## config.mk

```make
export PLATFORM = sky130hd
export DESIGN_NAME = sdwr_term_seq
export DESIGN_NICKNAME = d
export VERILOG_FILES = /design/src/rtl/sdwr_pkg.sv /design/src/rtl/sdwr_beat_calc.sv /design/src/rtl/sdwr_addr_fmt.sv /design/src/rtl/sdwr_term_seq.sv
export SDC_FILE = /design/constraint.sdc
export NUM_CORES = 1
export LEC_CHECK = 0
export ABC_AREA = 1
export ABC_CLOCK_PERIOD_IN_PS = 1700
export BUFFER_PORTS_ARGS = -buffer_cell sky130_fd_sc_hd__buf_2
export CAP_MARGIN = 20
export CORE_MARGIN = 2
export CORE_UTILIZATION = 49
export DETAILED_ROUTE_END_ITERATION = 10
export PLACE_DENSITY = 0.77
export SYNTH_ARGS = -nofsm -noshare
export SYNTH_HDL_FRONTEND = slang
export SYNTH_HIERARCHICAL = 1
export SYNTH_SLANG_ARGS = --single-unit
```

## constraint.sdc

```tcl
create_clock -name clk -period 1.7 [get_ports clk]
set_clock_uncertainty 0.1 [all_clocks]
set_input_delay 0 -clock clk [delete_from_list [all_inputs] [get_ports clk]]
set_output_delay 0 -clock clk [all_outputs]
set_load 0.1 [all_outputs]
```

## src/rtl/sdwr_pkg.sv

```systemverilog
package sdwr_pkg;

    typedef enum logic [3:0] {
        CMD_NOP = 4'b0111,
        CMD_ACT = 4'b0011,
        CMD_WR  = 4'b0100,
        CMD_RD  = 4'b0101,
        CMD_PRE = 4'b0010
    } sd_cmd_e;

    typedef enum logic [1:0] {
        ST_IDLE = 2'd0,
        ST_DATA = 2'd1,
        ST_WREC = 2'd2,
        ST_RP   = 2'd3
    } seq_st_e;

    localparam logic [1:0] KIND_TWO  = 2'b00;
    localparam logic [1:0] KIND_FIX  = 2'b01;

endpackage

```

## src/rtl/sdwr_beat_calc.sv

```systemverilog
module sdwr_beat_calc
    import sdwr_pkg::*;
#(
    parameter int COL_W   = 10,
    parameter int FIX_LEN = 8,
    parameter int CNT_W   = COL_W + 1
) (
    input  logic [1:0]       kind_i,
    input  logic [CNT_W-1:0] stop_i,
    output logic [CNT_W-1:0] beats_o,
    output logic             trunc_o
);

    localparam int PAGE_LEN = 1 << COL_W;

    logic [CNT_W-1:0] natural_len;
    logic             cut;

    always_comb begin
        unique case (kind_i)
            KIND_TWO: natural_len = CNT_W'(2);
            KIND_FIX: natural_len = CNT_W'(FIX_LEN);
            default:  natural_len = CNT_W'(PAGE_LEN);
        endcase
        cut     = (stop_i != '0) && (stop_i < natural_len);
        beats_o = cut ? stop_i : natural_len;
        trunc_o = cut;
    end

endmodule

```

## src/rtl/sdwr_addr_fmt.sv

```systemverilog
module sdwr_addr_fmt #(
    parameter int COL_W  = 10,
    parameter int ADDR_W = 13,
    parameter int AP_BIT = 10
) (
    input  logic [COL_W-1:0]  col_i,
    input  logic              ap_i,
    output logic [ADDR_W-1:0] addr_o
);

    for (genvar i = 0; i < ADDR_W; i++) begin : g_bit
        if (i == AP_BIT) begin : g_ap
            assign addr_o[i] = ap_i;
        end else if (i < COL_W) begin : g_col
            assign addr_o[i] = col_i[i];
        end else begin : g_zero
            assign addr_o[i] = 1'b0;
        end
    end

endmodule

```

## src/rtl/sdwr_term_seq.sv

```systemverilog
module sdwr_term_seq
    import sdwr_pkg::*;
#(
    parameter int BANK_W   = 2,
    parameter int COL_W    = 10,
    parameter int ADDR_W   = 13,
    parameter int AP_BIT   = 10,
    parameter int DATA_W   = 16,
    parameter int FIX_LEN  = 8,
    parameter int FAST_CLK = 1,
    parameter int RP_CYC   = 3
) (
    input  logic                clk,
    input  logic                rst_n,
    input  logic                req_valid,
    output logic                req_ready,
    input  logic [BANK_W-1:0]   req_bank,
    input  logic [COL_W-1:0]    req_col,
    input  logic [1:0]          req_kind,
    input  logic [COL_W:0]      req_stop,
    input  logic                req_pre,
    input  logic                req_all,
    input  logic [COL_W-1:0]    req_rcol,
    input  logic [DATA_W-1:0]   wr_data,
    output logic                dat_take,
    output logic [3:0]          sd_cmd,
    output logic [BANK_W-1:0]   sd_ba,
    output logic [ADDR_W-1:0]   sd_addr,
    output logic                sd_dqm,
    output logic [DATA_W-1:0]   dq_out,
    output logic                dq_oe
);

    localparam int CNT_W  = COL_W + 1;
    localparam int WR_CYC = (FAST_CLK != 0) ? 2 : 1;
    localparam int TMR_W  = $clog2(RP_CYC + 2);

    typedef struct packed {
        seq_st_e            st;
        logic [CNT_W-1:0]   left;
        logic [TMR_W-1:0]   tmr;
        logic               pre;
        logic               all;
        logic               trunc;
        logic [BANK_W-1:0]  bank;
        logic [COL_W-1:0]   rcol;
        sd_cmd_e            cmd;
        logic [BANK_W-1:0]  ba;
        logic [ADDR_W-1:0]  addr;
        logic               dqm;
        logic [DATA_W-1:0]  dq;
        logic               oe;
        logic               rdy;
    } seq_regs_t;

    seq_regs_t r_q, r_d;

    logic [CNT_W-1:0]  beats;
    logic              trunc;
    logic [ADDR_W-1:0] wr_addr, rd_addr, pre_addr;
    logic              take_d;

    sdwr_beat_calc #(.COL_W(COL_W), .FIX_LEN(FIX_LEN), .CNT_W(CNT_W)) u_len (
        .kind_i (req_kind),
        .stop_i (req_stop),
        .beats_o(beats),
        .trunc_o(trunc)
    );

    sdwr_addr_fmt #(.COL_W(COL_W), .ADDR_W(ADDR_W), .AP_BIT(AP_BIT)) u_wr_addr (
        .col_i (req_col),
        .ap_i  (1'b0),
        .addr_o(wr_addr)
    );

    sdwr_addr_fmt #(.COL_W(COL_W), .ADDR_W(ADDR_W), .AP_BIT(AP_BIT)) u_rd_addr (
        .col_i (r_q.rcol),
        .ap_i  (1'b0),
        .addr_o(rd_addr)
    );

    sdwr_addr_fmt #(.COL_W(COL_W), .ADDR_W(ADDR_W), .AP_BIT(AP_BIT)) u_pre_addr (
        .col_i ('0),
        .ap_i  (r_q.all),
        .addr_o(pre_addr)
    );

    always_comb begin
        r_d      = r_q;
        r_d.cmd  = CMD_NOP;
        r_d.ba   = '0;
        r_d.addr = '0;
        r_d.dqm  = 1'b0;
        r_d.dq   = '0;
        r_d.oe   = 1'b0;
        r_d.rdy  = 1'b0;
        take_d   = 1'b0;

        unique case (r_q.st)
            ST_IDLE: begin
                if (req_valid && r_q.rdy) begin
                    take_d     = 1'b1;
                    r_d.st     = ST_DATA;
                    r_d.left   = beats - 1'b1;
                    r_d.pre    = req_pre;
                    r_d.all    = req_all;
                    r_d.trunc  = trunc;
                    r_d.bank   = req_bank;
                    r_d.rcol   = req_rcol;
                    r_d.cmd    = CMD_WR;
                    r_d.ba     = req_bank;
                    r_d.addr   = wr_addr;
                    r_d.dq     = wr_data;
                    r_d.oe     = 1'b1;
                end else begin
                    r_d.rdy = 1'b1;
                end
            end
            ST_DATA: begin
                if (r_q.left != '0) begin
                    take_d   = 1'b1;
                    r_d.left = r_q.left - 1'b1;
                    r_d.dq   = wr_data;
                    r_d.oe   = 1'b1;
                end else if (!r_q.pre) begin
                    r_d.st   = ST_IDLE;
                    r_d.cmd  = CMD_RD;
                    r_d.ba   = r_q.bank;
                    r_d.addr = rd_addr;
                end else if (WR_CYC == 1) begin
                    r_d.st   = ST_RP;
                    r_d.tmr  = TMR_W'(RP_CYC - 1);
                    r_d.cmd  = CMD_PRE;
                    r_d.ba   = r_q.bank;
                    r_d.addr = pre_addr;
                    r_d.dqm  = r_q.trunc;
                end else begin
                    r_d.st  = ST_WREC;
                    r_d.tmr = TMR_W'(WR_CYC - 2);
                    r_d.dqm = r_q.trunc;
                end
            end
            ST_WREC: begin
                r_d.dqm = r_q.trunc;
                if (r_q.tmr == '0) begin
                    r_d.st   = ST_RP;
                    r_d.tmr  = TMR_W'(RP_CYC - 1);
                    r_d.cmd  = CMD_PRE;
                    r_d.ba   = r_q.bank;
                    r_d.addr = pre_addr;
                end else begin
                    r_d.tmr = r_q.tmr - 1'b1;
                end
            end
            default: begin
                if (r_q.tmr == '0) begin
                    r_d.st  = ST_IDLE;
                    r_d.rdy = 1'b1;
                end else begin
                    r_d.tmr = r_q.tmr - 1'b1;
                end
            end
        endcase
    end

    always_ff @(posedge clk) begin
        if (!rst_n) begin
            r_q       <= '0;
            r_q.st    <= ST_IDLE;
            r_q.cmd   <= CMD_NOP;
            r_q.rdy   <= 1'b1;
        end else begin
            r_q <= r_d;
        end
    end

    assign req_ready = r_q.rdy;
    assign dat_take  = take_d;
    assign sd_cmd    = r_q.cmd;
    assign sd_ba     = r_q.ba;
    assign sd_addr   = r_q.addr;
    assign sd_dqm    = r_q.dqm;
    assign dq_out    = r_q.dq;
    assign dq_oe     = r_q.oe;


    write_no_autopre_chk: assert property (@(posedge clk) disable iff (!rst_n)
        (sd_cmd == CMD_WR) |-> (!sd_addr[AP_BIT] && !req_ready));


    write_only_when_free_chk: assert property (@(posedge clk) disable iff (!rst_n)
        (sd_cmd == CMD_WR) |-> $past(req_ready && req_valid));


    read_ends_data_chk: assert property (@(posedge clk) disable iff (!rst_n)
        (sd_cmd == CMD_RD) |-> (!dq_oe ##1 (!dq_oe && sd_cmd != CMD_WR)));


    mask_off_bus_chk: assert property (@(posedge clk) disable iff (!rst_n)
        sd_dqm |-> !dq_oe);


    pre_after_data_chk: assert property (@(posedge clk) disable iff (!rst_n)
        (sd_cmd == CMD_PRE) |-> (!dq_oe && !req_ready));

    if (WR_CYC > 1) begin : g_wr2_chk

        pre_recovery_gap_chk: assert property (@(posedge clk) disable iff (!rst_n)
            (sd_cmd == CMD_PRE) |-> !$past(dq_oe));
    end

    if (RP_CYC > 1) begin : g_rp_chk

        rp_quiet_chk: assert property (@(posedge clk) disable iff (!rst_n)
            (sd_cmd == CMD_PRE) |=> (sd_cmd == CMD_NOP && !req_ready));
    end

endmodule

```

Word-level counts from Yosys, hierarchy flattened --
Index checks and enable logic that the tools add are counted.
Storage, ports and cells: register bits 69, input bits 56, word-level logic and storage cells 74
Cells by class: $add $sub $neg 3, magnitude comparators 1, equality and inequality tests 9, mux-type cells 31, bitwise logic cells 1, reduce and logical (&&, ||, !) cells 14
Operators with widths (count):
- $mux W17 | 4
- $pmux W19 S3 | 1
- $pmux W11 S2 | 2
- $mux W18 | 2
- $pmux W17 S2 | 1
- $mux W11 | 2
- $reduce_bool A11 Y1 | 2
- $sub A11 B1 Y11 const B | 2
- $mux W13 | 1
- $mux W3 | 4
- $lt A11 B11 Y1 | 1
- $ne A2 B2 Y1 const B | 5
- $pmux W3 S3 | 1
- $mux W2 | 4
- $reduce_and A4 Y1 | 2
- $pmux W1 S2 | 3
- $pmux W2 S3 | 1
- $mux W1 | 5
- $eq A2 B1 Y1 const B | 2
- $logic_not A2 Y1 | 2
- $logic_not A3 Y1 | 1
- $ne A3 B1 Y1 const B | 1
- $reduce_and A3 Y1 | 1
- $reduce_bool A3 Y1 | 1
- 7 further kinds | 8

Depth between registers and ports, before layout --
word-level depth 8, gate-level depth with buffers 22, mapped depth without buffers 21

By module --
Netlist, hierarchy kept.
Modules (own cells, without submodules):
- sdwr_term_seq | instances 1, cells each 490, area an instance 3422.0 µm², seq. area each 1361.3 µm²
- sdwr_addr_fmt | instances 3, cells each 14, area an instance 101.3 µm², seq. area each 0.0 µm²
- sdwr_beat_calc | instances 1, cells each 56, area an instance 275.3 µm², seq. area each 0.0 µm²

Least setup slack after synthesis --
No wires, ideal clock.
kind flip-flop to flip-flop, from reg r_q, in the netlist req_ready, to reg r_q, in the netlist dq_out[10], setup time 0.064 ns, arrival 2.150 ns, data required time 1.536 ns, slack -0.614 ns, cell stages (with the launch flop) 8, path buffers 1, period minus slack after synthesis 2.314 ns, path through dfxtp_1 > nand2_1 > nor2_1 > inv_1 > nand2_2 > nand2_2 > buf_4 > nor2_1
Between the ends: longest elaborated chain between the ends 3
Ends and longest elaborated chain:
- from (decl) | RTL line sdwr_term_seq.sv:56 | seq_regs_t r_q, r_d;
- from (signal assigned) | RTL line sdwr_term_seq.sv:173 | r_q <= r_d;
- $logic_and A1 B1 Y1 | RTL line sdwr_term_seq.sv:101 | if (req_valid && r_q.rdy) begin
- $mux W17 | RTL line sdwr_term_seq.sv:101
- $pmux W17 S2 | RTL line sdwr_term_seq.sv:99 | unique case (r_q.st)
Every way passes these cells. A chain may end at the register's enable or synchronous reset.

Worst setup path in the final report --
from reg r_q[68] in the netlist's numbering, to out dat_take
Between the ends: longest elaborated chain between the ends 2, elaborated cells between the ends (all ways) 3, those cells by class eq/ne (1); mux (1); reduce/logical (1)
Ends and longest elaborated chain:
- $eq A2 B1 Y1 or $logic_not A2 Y1 (tied branches) | RTL line sdwr_term_seq.sv:99
- $pmux W1 S2 (*) | RTL line sdwr_term_seq.sv:99
- to (decl) | RTL line sdwr_term_seq.sv:25 | output logic dat_take,
Mark *: on every way between the ends. The rest lies on a longest branch, timed or not.

==> results.toml <==
[sta]
min_period_ps = 1730
finalHoldViolCount = 0
fmax_ghz = 0.578
final_max_slew_viol_count = 0
post-route-period-util = 1.02
rsz0062_at_grt = "yes"
fin_ws_ps = -30.3
final-setup-viol-count = 3
setup_tns_ps = -79.1

[synth]
netlist-cell-type-count = 36
syn_inst = 588
synth_seq_area_share = 0.340
synth_area_per_cell_um2 = 6.80
syn_area_mm2 = 0.00400
ys_ff_latch = 68
synth_area_leaders = "dfxtp_1 (34%), buf_4 (14%), nand2_1 (11%), nor2_1 (8.4%), inv_1 (7.2%)"
netlist.area_leader.share = 0.340
ys_warn_count = 6
synth_top_area_cell = "dfxtp_1"

[clock_network]
clk_latency_ps = 350
ctsLongestPathBuffers = 2
htreeDepth = 3
path_clk_slew_ps = 80
root_buffer = "clkbuf_8"
cts_sinks = 68
cts_tree = "built"
numCtsBuffers = 9

[power]
p_leak_uw = 0.00282
p_per_area_mw_per_mm2 = 1730
irDropWorstVdd_mv = 0.781

[placed_design]
dp_slack_ps = -374
gp_congestion = 0.913
dpl.hpwl_mm = 6.50
io_buffers = 93
place_area_mm2 = 0.00445

[final_layout]
nets = 779
postLayoutCellArea_mm2 = 0.00546
final_cell_mix = "nand2_1 (101), buf_2 (91), nor2_1 (74), inv_1 (71), dfxtp_1 (65)"
final_common_cell = "nand2_1"
n_antenna_cell = 0
area_growth_pct = 36.6
drive_above_1_share = 0.344
finish.utilization = 0.700

[global_route]
grt_usage = 0.224
grt_pass1_wl_mm = 15.9
grt_overflow_total = 0
grt_max_degree = 29
antenna_found_initial = 0
grt_pass1_vias = 3653

[worst_setup_path]
cp.arrival_ps = 1630
cp-end-kind = "output pin"
crit_type = "reg -> out"
worstReg2RegStart = "r_q[68]$_SDFFE_PN0P_"
r2r_slack_ps = -30
reg2reg_depth = 10
startpoint_type = "flop"
worstPathRequired_ps = 1600
cp_max_fo = 3
rr_endpoint = "r_q[64]$_SDFFE_PN0P_"

[floorplan]
rows = 32
core_area_mm2 = 0.00781
die_w_um = 94.4
die-area_mm2 = 0.00890
dieHeight_um = 94.4
pin_count = 95
start_util = 0.513

[routing]
drc = 0
vias = 3868
firstDrtPassIters = 7
post_drt_wl_per_cell_um = 12.6
routed_wl_mm = 10.3
ant_nets = 0
via_per_inst = 4.71
first_iter_violations = 192

[run_status]
status = "finished, violations left"
violations = "setup timing"

[worst_hold_path]
min_from = "req_valid"
min_delay_path_depth = 7
min-delay-path-class = "in -> reg"
whs_endpoint = "r_q[46]$_SDFFE_PN0P_"

[run]
maxCapViolations = 0
[per-stage QoR]
step	hold slack, ps	cells	power [uW]
2_1_floorplan	12.2	603	6080
3_3_place_gp	117	749	6900
3_5_place_dp	121	749	6990
4_1_cts	77.3	809	8750
5_1_grt	207	821	10000
6_report	175	821	9440
[worst max-delay path: stages (launching register included)]
cell and delay [ps]:
dfxtp_4 360, inv_4 60, ha_1 150, inv_2 50, buf_4 140, nor2_4 170, clkinv_4 110, nand2_8 70
buf_12 170
[per-layer routing]
layer  up-vias  share of wire  track usage
met3        26          0.054       0.0351
li1       1972              -            -
met5         -              0            0
met2       137           0.48        0.400
met1      1733           0.44        0.267
met4         0          0.027       0.0930
[cell families (layout without fill, tap and decap cells)]
kind of cell,after synthesis,after routing,synth area share
and+or+nand+nor,270,270,0.286
buffers and inverters,175,291,0.248
DFF,68,68,0.340
AOI/OAI and AO/OA,59,59,0.0872
adders and majority gates,9,9,0.0281
other,4,19,0.00375
xor gates and xnor gates,3,3,0.00657
[how the worst max path moves through the flow]
stage | startpoint | to | slack [ps]
2_1_floorplan | req_kind[1] | r_q[62]$_SDFFE_PN0P_ | -50
3_3_place_gp | req_kind[1] | r_q[62]$_SDFFE_PN0P_ | -300
3_5_place_dp | req_kind[1] | r_q[62]$_SDFFE_PN0P_ | -370
4_1_cts | r_q[67]$_SDFFE_PN0P_ | dat_take | -50
5_1_grt | r_q[68]$_SDFFE_PN0P_ | r_q[65]$_SDFFE_PN0P_ | -110
6_report | r_q[68]$_SDFFE_PN0P_ | dat_take | -30
[sequential cells by signal (all words and copies together), names as in the netlist]
signal,flops
r_q,31
dq_out,16
sd_addr,13
sd_cmd,3
sd_ba,2
dq_oe,1
req_ready,1
sd_dqm,1
[synth_stat cells (all sizes together)]
library cell and instances:
nand2 127, nor2 93, buf 87, inv 82, dfxtp 68, nand3 38, o21ai 27, a21oi 23
ha 9, a22oi 6, nand4 6, nor3 5, clkbuf 4, conb 4, clkinv 2, xor2 2
a31oi 1, nand3b 1, o21bai 1, o22ai 1, xnor2 1
[area by class of cell]
| type | count | area [um^2] |
|---|---|---|
| fillers | 607 | 2340 |
| flip-flops and latches | 68 | 1370 |
| multi-input cells | 360 | 1980 |
| clock buffers | 9 | 124 |
| well taps | 102 | 128 |
| clock inverters | 7 | 98.8 |
| repair buffers | 191 | 1410 |
| inverters | 84 | 347 |
[power by group]
part,switching [uW],internal [uW],total (uW)
logic,3720,2050,5770
clock network,661,835,1500
registers,179,1990,2170
[repair_timing]
item,in CTS,in global routing
pin swaps,12,21
gates cloned,0,2
setup endpoints to repair,9,20
endpoints found under the hold margin,47,0
setup buffers,3,10
hold buffers,41,0
gates resized for setup,14,50
(Power assumes the default switching activity.)
